`src/rtl/gpio_debounce_bank.sv`:
```
module gpio_debounce_bank #(
  parameter int N        = 15,
  parameter int DB_TICKS = 3,
  parameter int SYNC     = 2
) (
  input  logic         clk,
  input  logic         rst_n,
  input  logic         tick,
  input  logic         reg_we,
  input  logic [2:0]   reg_addr,
  input  logic [N-1:0] reg_wdata,
  output logic [N-1:0] reg_rdata,
  input  logic [N-1:0] pad_in,
  output logic [N-1:0] pad_out,
  output logic [N-1:0] pad_oe,
  output logic         irq
);
  localparam int CW = $clog2(DB_TICKS + 1);
  localparam int IW = $clog2(SYNC + 2);
  localparam logic [2:0] A_DIR = 3'd0, A_OUT = 3'd1, A_IN = 3'd2,
                         A_POL = 3'd3, A_IE  = 3'd4, A_ST = 3'd5;

  logic [N-1:0] dir_q, out_q, pol_q, ie_q, st_q;
  logic [N-1:0] sync_q [SYNC];
  logic [N-1:0] filt_q, prev_q, evt, clr;
  logic [CW-1:0] cnt_q [N];
  logic [IW-1:0] init_q;
  logic init_done;

  assign init_done = (init_q == IW'(SYNC + 1));
  assign pad_oe  = dir_q;
  assign pad_out = out_q;
  assign evt = init_done ? ((filt_q & ~prev_q & ~pol_q) | (~filt_q & prev_q & pol_q)) : '0;
  assign clr = (reg_we && reg_addr == A_ST) ? reg_wdata : '0;
  assign irq = |(st_q & ie_q);

  always_comb begin
    case (reg_addr)
      A_DIR:   reg_rdata = dir_q;
      A_OUT:   reg_rdata = out_q;
      A_IN:    reg_rdata = filt_q;
      A_POL:   reg_rdata = pol_q;
      A_IE:    reg_rdata = ie_q;
      A_ST:    reg_rdata = st_q;
      default: reg_rdata = '0;
    endcase
  end

  always_ff @(posedge clk or negedge rst_n) begin
    if (!rst_n) begin
      dir_q <= '0; out_q <= '0; pol_q <= '0; ie_q <= '0; st_q <= '0;
    end else begin
      if (reg_we && reg_addr == A_DIR) dir_q <= reg_wdata;
      if (reg_we && reg_addr == A_OUT) out_q <= reg_wdata;
      if (reg_we && reg_addr == A_POL) pol_q <= reg_wdata;
      if (reg_we && reg_addr == A_IE)  ie_q  <= reg_wdata;
      st_q <= (st_q & ~clr) | evt;
    end
  end

  always_ff @(posedge clk or negedge rst_n) begin
    if (!rst_n) begin
      for (int s = 0; s < SYNC; s++) sync_q[s] <= '0;
      init_q <= '0;
    end else begin
      sync_q[0] <= pad_in;
      for (int s = 1; s < SYNC; s++) sync_q[s] <= sync_q[s-1];
      if (!init_done) init_q <= init_q + 1'b1;
    end
  end

  always_ff @(posedge clk or negedge rst_n) begin
    if (!rst_n) begin
      filt_q <= '0;
      prev_q <= '0;
      for (int i = 0; i < N; i++) cnt_q[i] <= '0;
    end else begin
      for (int i = 0; i < N; i++) begin
        if (!init_done) begin
          filt_q[i] <= sync_q[SYNC-1][i];
          prev_q[i] <= sync_q[SYNC-1][i];
          cnt_q[i]  <= '0;
        end else begin
          prev_q[i] <= filt_q[i];
          if (sync_q[SYNC-1][i] == filt_q[i]) begin
            cnt_q[i] <= '0;
          end else if (tick) begin
            if (cnt_q[i] == CW'(DB_TICKS - 1)) begin
              filt_q[i] <= sync_q[SYNC-1][i];
              cnt_q[i]  <= '0;
            end else begin
              cnt_q[i] <= cnt_q[i] + 1'b1;
            end
          end
        end
      end
    end
  end

  a_r2_dir_to_oe: assert property (@(posedge clk) disable iff (!rst_n)
    (reg_we && reg_addr == A_DIR) |=> (pad_oe == $past(reg_wdata)));

  a_r5_change_needs_tick: assert property (@(posedge clk) disable iff (!rst_n)
    ($past(init_done) && filt_q != $past(filt_q)) |-> $past(tick));

  a_r6_status_sticky: assert property (@(posedge clk) disable iff (!rst_n)
    !(reg_we && reg_addr == A_ST) |=> (($past(st_q) & ~st_q) == '0));

  a_r7_clear_unless_edge: assert property (@(posedge clk) disable iff (!rst_n)
    (reg_we && reg_addr == A_ST) |=> ((st_q & $past(reg_wdata) & ~$past(evt)) == '0));

  a_r8_no_enable_no_irq: assert property (@(posedge clk) disable iff (!rst_n)
    (ie_q == '0) |-> !irq);

  a_r10_no_startup_edge: assert property (@(posedge clk) disable iff (!rst_n)
    !init_done |=> (st_q == '0));
endmodule

```
`config.mk`:
```
export PLATFORM = sky130hd
export DESIGN_NAME = gpio_debounce_bank
export DESIGN_NICKNAME = d
export VERILOG_FILES = /design/src/rtl/gpio_debounce_bank.sv
export SDC_FILE = /design/constraint.sdc
export NUM_CORES = 1
export LEC_CHECK = 0
export CORE_UTILIZATION = 33
export DETAILED_ROUTE_END_ITERATION = 12
export MAX_ROUTING_LAYER = met4
export PLACE_DENSITY = 0.56
export SETUP_SLACK_MARGIN = 0.02
export SYNTH_ARGS = -nofsm -noshare
export SYNTH_HDL_FRONTEND = slang
export SYNTH_SLANG_ARGS = --single-unit
```
`constraint.sdc`:
```
create_clock -name clk -period 2.8 [get_ports clk]
set_input_delay 0.7 -clock clk [delete_from_list [all_inputs] [get_ports clk]]
set_output_delay 0.7 -clock clk [all_outputs]
set_load 0.01 [all_outputs]
```
==> impl_metrics.yaml, run 1 <==
flow_run:
  maxCapViolCount: 0
cells_and_area:
  area_growth_pct: 28.3
  fill_cells: 2018
  n_antenna_cell: 0
  multiInputGateArea_um2: 3160
  final_area_um2: 9600
  layout.nets: 749
  regArea_um2: 4180
  drive_gt1_frac: 0.286
  final_util: 0.436
synth:
  synthCells: 605
  synth.top_cells.by_area: "dfrtp_1, mux2_2, nand2_1, a22o_1, a21oi_1"
  synth_cell_types: 36
  yosys_warnings: 0
  syn_area_um2: 7480
  ys_seq_area_frac: 0.558
  avgSynthCellArea_um2: 12.4
  synth_top_area_share: 0.558
  ys_seq_elements: 167
  synth_nets: 643
  yosysTopAreaCell: "dfrtp_1"
drt:
  final_antenna_net_count: 0
  first_pass_iters: 8
  postRouteWirelength_um: 17700
  wl_per_cell_um: 17.7
  detail_route.vias_per_cell: 5.06
  drc: 10
  num_vias: 5080
  drtIter0Drc: 258
run_status:
  failed_checks: "DRC"
  status: "finished with violations"
global_route:
  grt_pass1_vias: 5305
  grt_max_degree: 57
  grt.overflow.total: 0
  grt_usage: 0.167
  grt_pass1_wl_um: 29400
  antenna_found_initial: 0
clock_tree:
  clock-sinks: 167
  clk_path_buf_depth: 2
  cts_buffers: 17
  clock_latency_ps: 430
  clockRootBuffer: "clkbuf_16"
  cts_hold_buf: 0
  path_clk_slew_ps: 60
  htreeDepth: 4
  cts_tree: "done"
die:
  fp.dieH_um: 153
  ioPinCount: 83
  die-area_um2: 23300
  rows: 54
  start_util: 0.340
  coreArea_um2: 22000
  die-width_um: 153
power_and_ir_drop:
  p_leak_nw: 4.06
  p_per_area_nw_per_um2: 881
  ir_worst_vdd_v: 0.000376
setup_path:
  cp.arrival_ps: 2020
  required_ps: 2100
  critical_path.endpoint_type: "output pin"
  worst-path-max-fanout: 9
  critical_path_class: "input pin to output pin"
  start_kind: "input pin"
  reg2reg_setup_slack_ps: 940
sta:
  max-slew-margin-rel: 0.486
  final_hold_viol_count: 0
  worst_pin_slew_ps: 771
  final_max_slew_viol_count: 0
  fin_crit_ps: 2720
  final.setup.worst_slack_ps: 76.0
  finalSetupViolations: 0
  fmax_mhz: 367
  skew_ps: 27.5
  finalCritPeriodShare: 0.973
  rsz0062_at_grt: "true"
place:
  place_hpwl_um: 12200
  port_buffers: 82
  pre_cts_ws_ps: -481
  dpl_cell_area_um2: 8880
  gp_congestion: 0.861
hold_path:
  hold_class: "input pin to async pin"
==> power by group <==
group	total [mW]	internal [mW]	switching (mW)
combinational	2.01	1.21	0.799
sequential	3.77	3.08	0.699
clock	2.67	1.72	0.947
==> layer usage <==
layer,vias to the layer above,track usage,part of all wire
met2,100,0.248,0.47
li1,2380,-,-
met3,12,0.0381,0.028
met5,-,-,0
met4,0,0.0568,0.010
met1,2588,0.224,0.49
==> synth_stat cells <==
library cell / count
a21oi_1: 38
a221oi_1: 5
a222oi_1: 1
a22o_1: 23
a22oi_1: 10
and2_1: 1
and3_1: 3
and3b_1: 2
and4b_1: 1
buf_2: 12
buf_4: 3
buf_6: 4
clkbuf_1: 14
clkinv_1: 1
dfrtp_1: 167
ha_1: 1
inv_1: 1
mux2_2: 112
mux2i_1: 2
mux4_2: 7
nand2_1: 75
nand2b_1: 16
nand3b_1: 18
nand4_1: 1
nor2_1: 17
nor2_2: 1
nor2b_1: 2
nor3b_1: 18
nor3b_4: 1
o21ai_0: 12
o221ai_1: 2
o22ai_1: 16
or2_2: 1
or2_4: 1
xnor2_1: 1
xor2_1: 15
==> path summary, 6_finish.rpt <==
check / startpoint / to / cells after the start
max: reg_addr[0] / reg_rdata[2] / 6
min: rst_n / sync_q[21]$_DFF_PN0_ / 1
max reg2reg: init_q[0]$_DFFE_PN0N_ / prev_q[2]$_DFF_PN0_ / 3
min reg2reg: sync_q[15]$_DFF_PN0_ / sync_q[0]$_DFF_PN0_ / 0
max in group asynchronous: rst_n / st_q[4]$_DFF_PN0_ / 2
min in group clk: sync_q[15]$_DFF_PN0_ / sync_q[0]$_DFF_PN0_ / 0
==> critical path, stage by stage <==
cell           delay (ps)
buf_2                 110
buf_4                 180
buf_4                 170
mux2_2                340
a22o_1                240
dlygate4sd2_1         280
==> state kept, by name (all words and copies together), names as in the netlist <==
signal   flops
ie_q        15
init_q       2
cnt_q       30
prev_q      15
pad_out     15
st_q        15
filt_q      15
pad_oe      15
sync_q      30
pol_q       15
==> logic make-up (layout without fill, tap and decap cells) <==
kind of cell / count (synthesis) / after routing / synth area share
buf+inv: 35 / 154 / 0.0251
fa+ha+maj: 1 / 1 / 0.00167
xor+xnor: 16 / 16 / 0.0187
flops: 167 / 167 / 0.558
mux: 121 / 121 / 0.192
simple gates: 158 / 158 / 0.111
compound gates: 107 / 107 / 0.0933
==> final cells by class <==
class                   instances  share of cell area
clock inverters                12              0.0232
clock buffers                  20              0.0476
flip-flops and latches        167               0.435
well taps                     280              0.0365
repair buffers                120               0.128
multi-input cells             403               0.329
inverters                       2            0.000782
==> layout by cell type, fill, tap and decap left out, types with 3 or more instances in the layout <==
cell and instances:
buf_12 12, a221oi_2 4, buf_4 24, nand3b_1 18, clkbuf_16 17, buf_6 3
mux2_2 112, nand2b_1 16, nor2_1 17, nand2_1 75, clkdlybuf4s50_1 63, a21oi_1 37
mux4_2 7, a22o_1 23, o22ai_1 16, bufinv_16 6, xor2_1 15, clkbuf_2 4
a22oi_1 10, o21ai_0 12, nor3b_1 17, dfrtp_1 167, dlygate4sd2_1 11, and3_1 3
==> through the flow <==
step | total power, mW | setup TNS, ps | hold slack, ps | cells
global route | 8.98 | 0 | 139 | 1004
detailed placement | 5.85 | -6220 | 335 | 970
floorplan | 4.94 | 0 | 331 | 605
CTS | 8.55 | 0 | 134 | 1005
finish | 8.46 | 0 | 130 | 1004
global placement | 5.73 | -5990 | 340 | 970
==> timing repair <==
item	in CTS	in global routing
gates resized for setup	26	11
setup buffers	3	0
gates cloned	0	0
pin swaps	0	1
setup endpoints to repair	16	11
(Power assumes the default switching activity.)
==> run 2: changes to the inputs <==
--- a/config.mk
+++ b/config.mk
@@ -8,7 +8,6 @@
 export CORE_UTILIZATION = 33
 export DETAILED_ROUTE_END_ITERATION = 12
 export MAX_ROUTING_LAYER = met4
-export PLACE_DENSITY = 0.56
 export SETUP_SLACK_MARGIN = 0.02
 export SYNTH_ARGS = -nofsm -noshare
 export SYNTH_HDL_FRONTEND = slang
==> run 2 against run 1 <==
- the flow still finishes with violations (DRC)
- combinational power hardly changed
- sequential share of layout area is 0.42 points higher
- sequential power hardly changed
- clock power is 3% lower
- cell count is 0.40% lower
- die area stayed put
- via count is 2.0% higher
- routed wire length is 0.99% lower
- non-clock buffer count is 4 lower
- global-route usage is 0.25 points lower
- clock skew is 23 ps lower
- largest power group unchanged
==> impl_metrics.yaml, run 2 (same netlist as run 1, synthesis figures left out) <==
run_status:
  status: "finished with violations"
  failed_checks: "DRC"
place:
  pre_cts_ws_ps: -539
  gp_congestion: 0.879
  place_hpwl_um: 12200
  place_inst: 967
  dpl_cell_area_um2: 8820
  port_buffers: 82
sta:
  finalCritPeriodShare: 0.958
  final.setup.worst_slack_ps: 117
  hold_slack_ps: 274
  final_hold_viol_count: 0
  max-slew-margin-rel: 0.346
  tns_ps: 0
  fmax_mhz: 373
  worst_pin_slew_ps: 981
  finalSetupViolations: 0
  skew_ps: 4.99
  final_max_slew_viol_count: 0
  rsz0062_at_grt: "false"
  fin_crit_ps: 2680
clock_tree:
  cts_buffers: 17
  htreeDepth: 4
  clock_latency_ps: 430
  clk_path_buf_depth: 2
  postCtsSetupBuffers: 0
  cts_tree: "done"
  clockRootBuffer: "clkbuf_16"
  path_clk_slew_ps: 60
  clock-sinks: 167
cells_and_area:
  area_growth_pct: 27.1
  top_regs: "cnt_q x30, sync_q x30"
  final_cell_mix: "dfrtp_1, mux2_2, nand2_1"
  final_common_cell: "dfrtp_1"
  fill_cells: 2007
  drive_gt1_frac: 0.269
  final_area_um2: 9510
  layout.nets: 745
  multiInputGateArea_um2: 3140
  instances_no_fill: 1000
  n_antenna_cell: 0
  regArea_um2: 4180
global_route:
  grt_max_degree: 72
  grt.overflow.total: 0
  grt_pass1_wl_um: 29300
  grt_usage: 0.165
  grt_pass1_vias: 5435
  antenna_found_initial: 0
drt:
  drc: 7
  drtIter0Drc: 258
  final_antenna_net_count: 0
  postRouteWirelength_um: 17600
  first_pass_iters: 11
  detail_route.vias_per_cell: 5.18
  num_vias: 5184
  wl_per_cell_um: 17.6
die:
  die-width_um: 153
  start_util: 0.340
  coreArea_um2: 22000
  ioPinCount: 83
  die-area_um2: 23300
  rows: 54
  fp.dieH_um: 153
flow_run:
  maxCapViolCount: 0
setup_path:
  worst-path-max-fanout: 16
  critical_path_class: "input pin to output pin"
  required_ps: 2100
  critical_path.endpoint_type: "output pin"
  cp.arrival_ps: 1980
  start_kind: "input pin"
power_and_ir_drop:
  p_per_area_nw_per_um2: 879
  p_leak_nw: 4.05
  ir_worst_vdd_v: 0.000331
hold_path:
  hold_class: "input pin to async pin"
## run 2: report_power, final
part           leakage (nW)  internal [mW]  switching [mW]
clock network         0.314           1.65           0.923
registers              1.98           3.08           0.700
logic                  1.75           1.21           0.798
total                  4.05           5.94            2.42
## run 2: per-stage QoR
step                utilization  total power, mW
detailed placement        0.400             5.84
finish                    0.432             8.36
CTS                       0.431             8.42
floorplan                     -             4.94
global placement          0.400             5.71
global route              0.432             8.83
## run 2: layout make-up
cell class,instances,share of cell area
Clock inverter,8,0.0176
Multi-Input combinational cell,403,0.331
Sequential cell,167,0.440
Inverter,2,0.000790
Clock buffer,24,0.0507
Tap cell,280,0.0368
Timing Repair Buffer,116,0.124
## run 2: timing repair
item	CTS	global route
setup endpoints to repair	16	7
cloned	1	0
pin swaps	0	1
hold buffers	0	0
resized for setup	25	8
## run 2: worst max-delay path: stages
cell           delay (ps)
buf_4                 130
buf_12                160
mux4_2                490
a22o_1                210
dlygate4sd2_1         280
## run 2: final timing paths
check                                      start  depth (start not counted)               endpoint  slack, ps
hold reg to reg             sync_q[16]$_DFF_PN0_                          0    sync_q[1]$_DFF_PN0_        350
max in group asynchronous                  rst_n                          2    prev_q[3]$_DFF_PN0_       1780
setup / recovery                     reg_addr[0]                          5           reg_rdata[2]        120
min in group clk            sync_q[16]$_DFF_PN0_                          0    sync_q[1]$_DFF_PN0_        350
setup reg to reg           init_q[0]$_DFFE_PN0N_                          4  filt_q[0]$_DFFE_PN0P_       1050
hold / removal                             rst_n                          1   sync_q[26]$_DFF_PN0_        270
## run 2: layer usage
metal | track usage | part of all wire | vias up
met5 | - | 0 | -
met1 | 0.213 | 0.47 | 2657
li1 | - | - | 2385
met4 | 0.0620 | 0.023 | 0
met2 | 0.252 | 0.47 | 114
met3 | 0.0356 | 0.038 | 28
==> run 3: changes to the inputs <==
--- a/config.mk
+++ b/config.mk
@@ -8,6 +8,7 @@
 export CORE_UTILIZATION = 33
 export DETAILED_ROUTE_END_ITERATION = 12
 export MAX_ROUTING_LAYER = met4
+export RECOVER_POWER = 100
 export SETUP_SLACK_MARGIN = 0.02
 export SYNTH_ARGS = -nofsm -noshare
 export SYNTH_HDL_FRONTEND = slang
==> run 3 against run 2 <==
- the flow finishes with violations (DRC, capacitance limit, slew limit)
- utilization decreased by 0.41 points
- routed wire length decreased by 0.11%
- critical path type unchanged
- sequential share of layout area increased by 0.43 points
- worst hold slack improved by 73 ps
- register-to-register slack got worse by 630 ps
- cell count unchanged
- total power decreased by 0.80%
- non-clock buffer count unchanged
- maximum frequency increased by 0.22%
- highest routed layer unchanged
- sequential power about the same
- setup slack improved by 6.0 ps
- largest power group unchanged
==> impl_metrics.yaml, run 3 (same netlist as run 1, synthesis figures left out) <==
run_status:
  status: "finished with violations"
  failed_checks: "DRC, capacitance limit, slew limit"
place:
  gp_congestion: 0.879
  port_buffers: 82
  place_hpwl_um: 12200
  pre_cts_ws_ps: -539
cells_and_area:
  layout.nets: 745
  top_regs: "cnt_q x30, sync_q x30"
  final_common_cell: "dfrtp_1"
  area_growth_pct: 25.8
  n_antenna_cell: 0
  drive_gt1_frac: 0.250
  final_cell_mix: "dfrtp_1, mux2_2, nand2_1"
power_and_ir_drop:
  p_leak_nw: 4.02
  p_int_mw: 5.88
  p_per_area_nw_per_um2: 881
  ir_worst_vdd_v: 0.000330
  p_switching_mw: 2.41
  p_seq_frac: 0.455
  p_sw_frac: 0.291
  comb_power_share: 0.235
  power_frac_clock: 0.310
hold_path:
  hold_path_end: "sync_q[1]$_DFF_PN0_"
  hold_class: "register to register"
  hold_start: "sync_q[16]$_DFF_PN0_"
  min_path_cells: 0
drt:
  num_vias: 5190
  drtIter0Drc: 279
  wl_per_cell_um: 17.5
  drc: 8
  postRouteWirelength_um: 17500
  first_pass_iters: 8
  detail_route.vias_per_cell: 5.19
  final_antenna_net_count: 0
sta:
  rsz0062_at_grt: "false"
  final_max_slew_viol_count: 71
  fin_crit_ps: 2680
  final.setup.worst_slack_ps: 123
  hold_slack_ps: 347
  finalCritPeriodShare: 0.956
  worst_pin_slew_ps: 1850
  finalSetupViolations: 0
  fmax_mhz: 374
  final_hold_viol_count: 0
  skew_ps: 4.71
  max-slew-margin-rel: -0.236
setup_path:
  start_kind: "input pin"
  cp.arrival_ps: 1980
  crit_family: "buffers and inverters"
  required_ps: 2100
  critPathMaxStageDelay_ps: 500
  reg2reg_setup_slack_ps: 420
  reg2reg_depth: 4
  cp_slowest_cell: "mux4_2"
  crit_buf_inv: 3
  reg2reg_from: "init_q[0]$_DFFE_PN0N_"
  critical_path.endpoint_type: "output pin"
  worst-path-max-fanout: 16
  r2r_end: "filt_q[0]$_DFFE_PN0P_"
  crit_chain: "buf_4 > buf_12 > mux4_2 > a22o_1 > dlygate4sd2_1"
  critical_path_class: "input pin to output pin"
die:
  ioPinCount: 83
  fp.dieH_um: 153
  coreArea_um2: 22000
  rows: 54
  start_util: 0.340
  die-width_um: 153
  die-area_um2: 23300
global_route:
  antenna_found_initial: 0
  grt_pass1_vias: 5435
  use_met3: 0.0356
  grt_max_degree: 72
  grt_pass1_wl_um: 29300
  grt.overflow.total: 0
  grt_usage: 0.165
  grt-busiest-layer: "met2"
  use_met1: 0.213
  use_met2: 0.252
clock_tree:
  clock_latency_ps: 430
  clockRootBuffer: "clkbuf_16"
  clk_path_buf_depth: 2
  cts_tree: "done"
  cts_buffers: 17
  path_clk_slew_ps: 60
  clock-sinks: 167
  htreeDepth: 4
flow_run:
  maxCapViolCount: 1
[run 3: layer usage]
metal,vias to the layer above,routed length (um)
li1,2386,-
met1,2640,8120
met2,136,8240
met3,28,785
met4,0,401
met5,-,0
[run 3: how the worst max path moves through the flow]
stage / startpoint / endpoint / slack (ps) / cells after the start
6_report: reg_addr[0] / reg_rdata[2] / 120 / 5
3_5_place_dp: reg_addr[1] / reg_rdata[14] / -540 / 7
3_3_place_gp: reg_addr[1] / reg_rdata[14] / -550 / 7
5_1_grt: reg_addr[2] / reg_rdata[0] / 40 / 6
2_1_floorplan: reg_addr[0] / reg_rdata[7] / 260 / 4
4_1_cts: reg_addr[1] / reg_rdata[14] / -150 / 6
[run 3: final cells by class]
cell class | instances | area [um^2]
clock buffers | 24 | 482
flip-flops and latches | 167 | 4180
well taps | 280 | 350
clock inverters | 8 | 168
fillers | 2025 | 12600
multi-input cells | 403 | 3140
repair buffers | 116 | 1090
inverters | 2 | 7.51
[run 3: worst register-to-register path: cells and delay by family, from the launching register on]
kind	cells	cell delay [ps]
buf+inv	1	520
fa+ha+maj	1	860
compound gates	1	210
mux	1	310
flops	1	360
[run 3: metrics by stage]
step | std cells | power (mW) | setup TNS (ps) | utilization | area (um^2)
after floorplan | 605 | 4.94 | 0 | - | 7480
after global placement | 967 | 5.71 | -6930 | 0.400 | 8820
after detailed placement | 967 | 5.84 | -7010 | 0.400 | 8820
after CTS | 1000 | 8.42 | -306 | 0.431 | 9490
after global routing | 1000 | 8.77 | 0 | 0.428 | 9420
final | 1000 | 8.29 | 0 | 0.428 | 9420
[run 3: repair_timing]
item	4_1_cts	5_1_grt
setup buffers	0	0
gates cloned	1	0
endpoints found under the setup margin	16	7
resized for setup	25	8
hold buffers	0	0
pin swaps	0	1
[run 3: power by group through the flow]
stage / Clock, mW / Sequential, mW / Combinational (mW)
2_1_floorplan: 0 / 3.60 / 1.34
3_3_place_gp: 0 / 3.74 / 1.97
3_5_place_dp: 0 / 3.80 / 2.04
4_1_cts: 2.63 / 3.76 / 2.03
5_1_grt: 2.72 / 3.88 / 2.17
6_report: 2.57 / 3.77 / 1.95
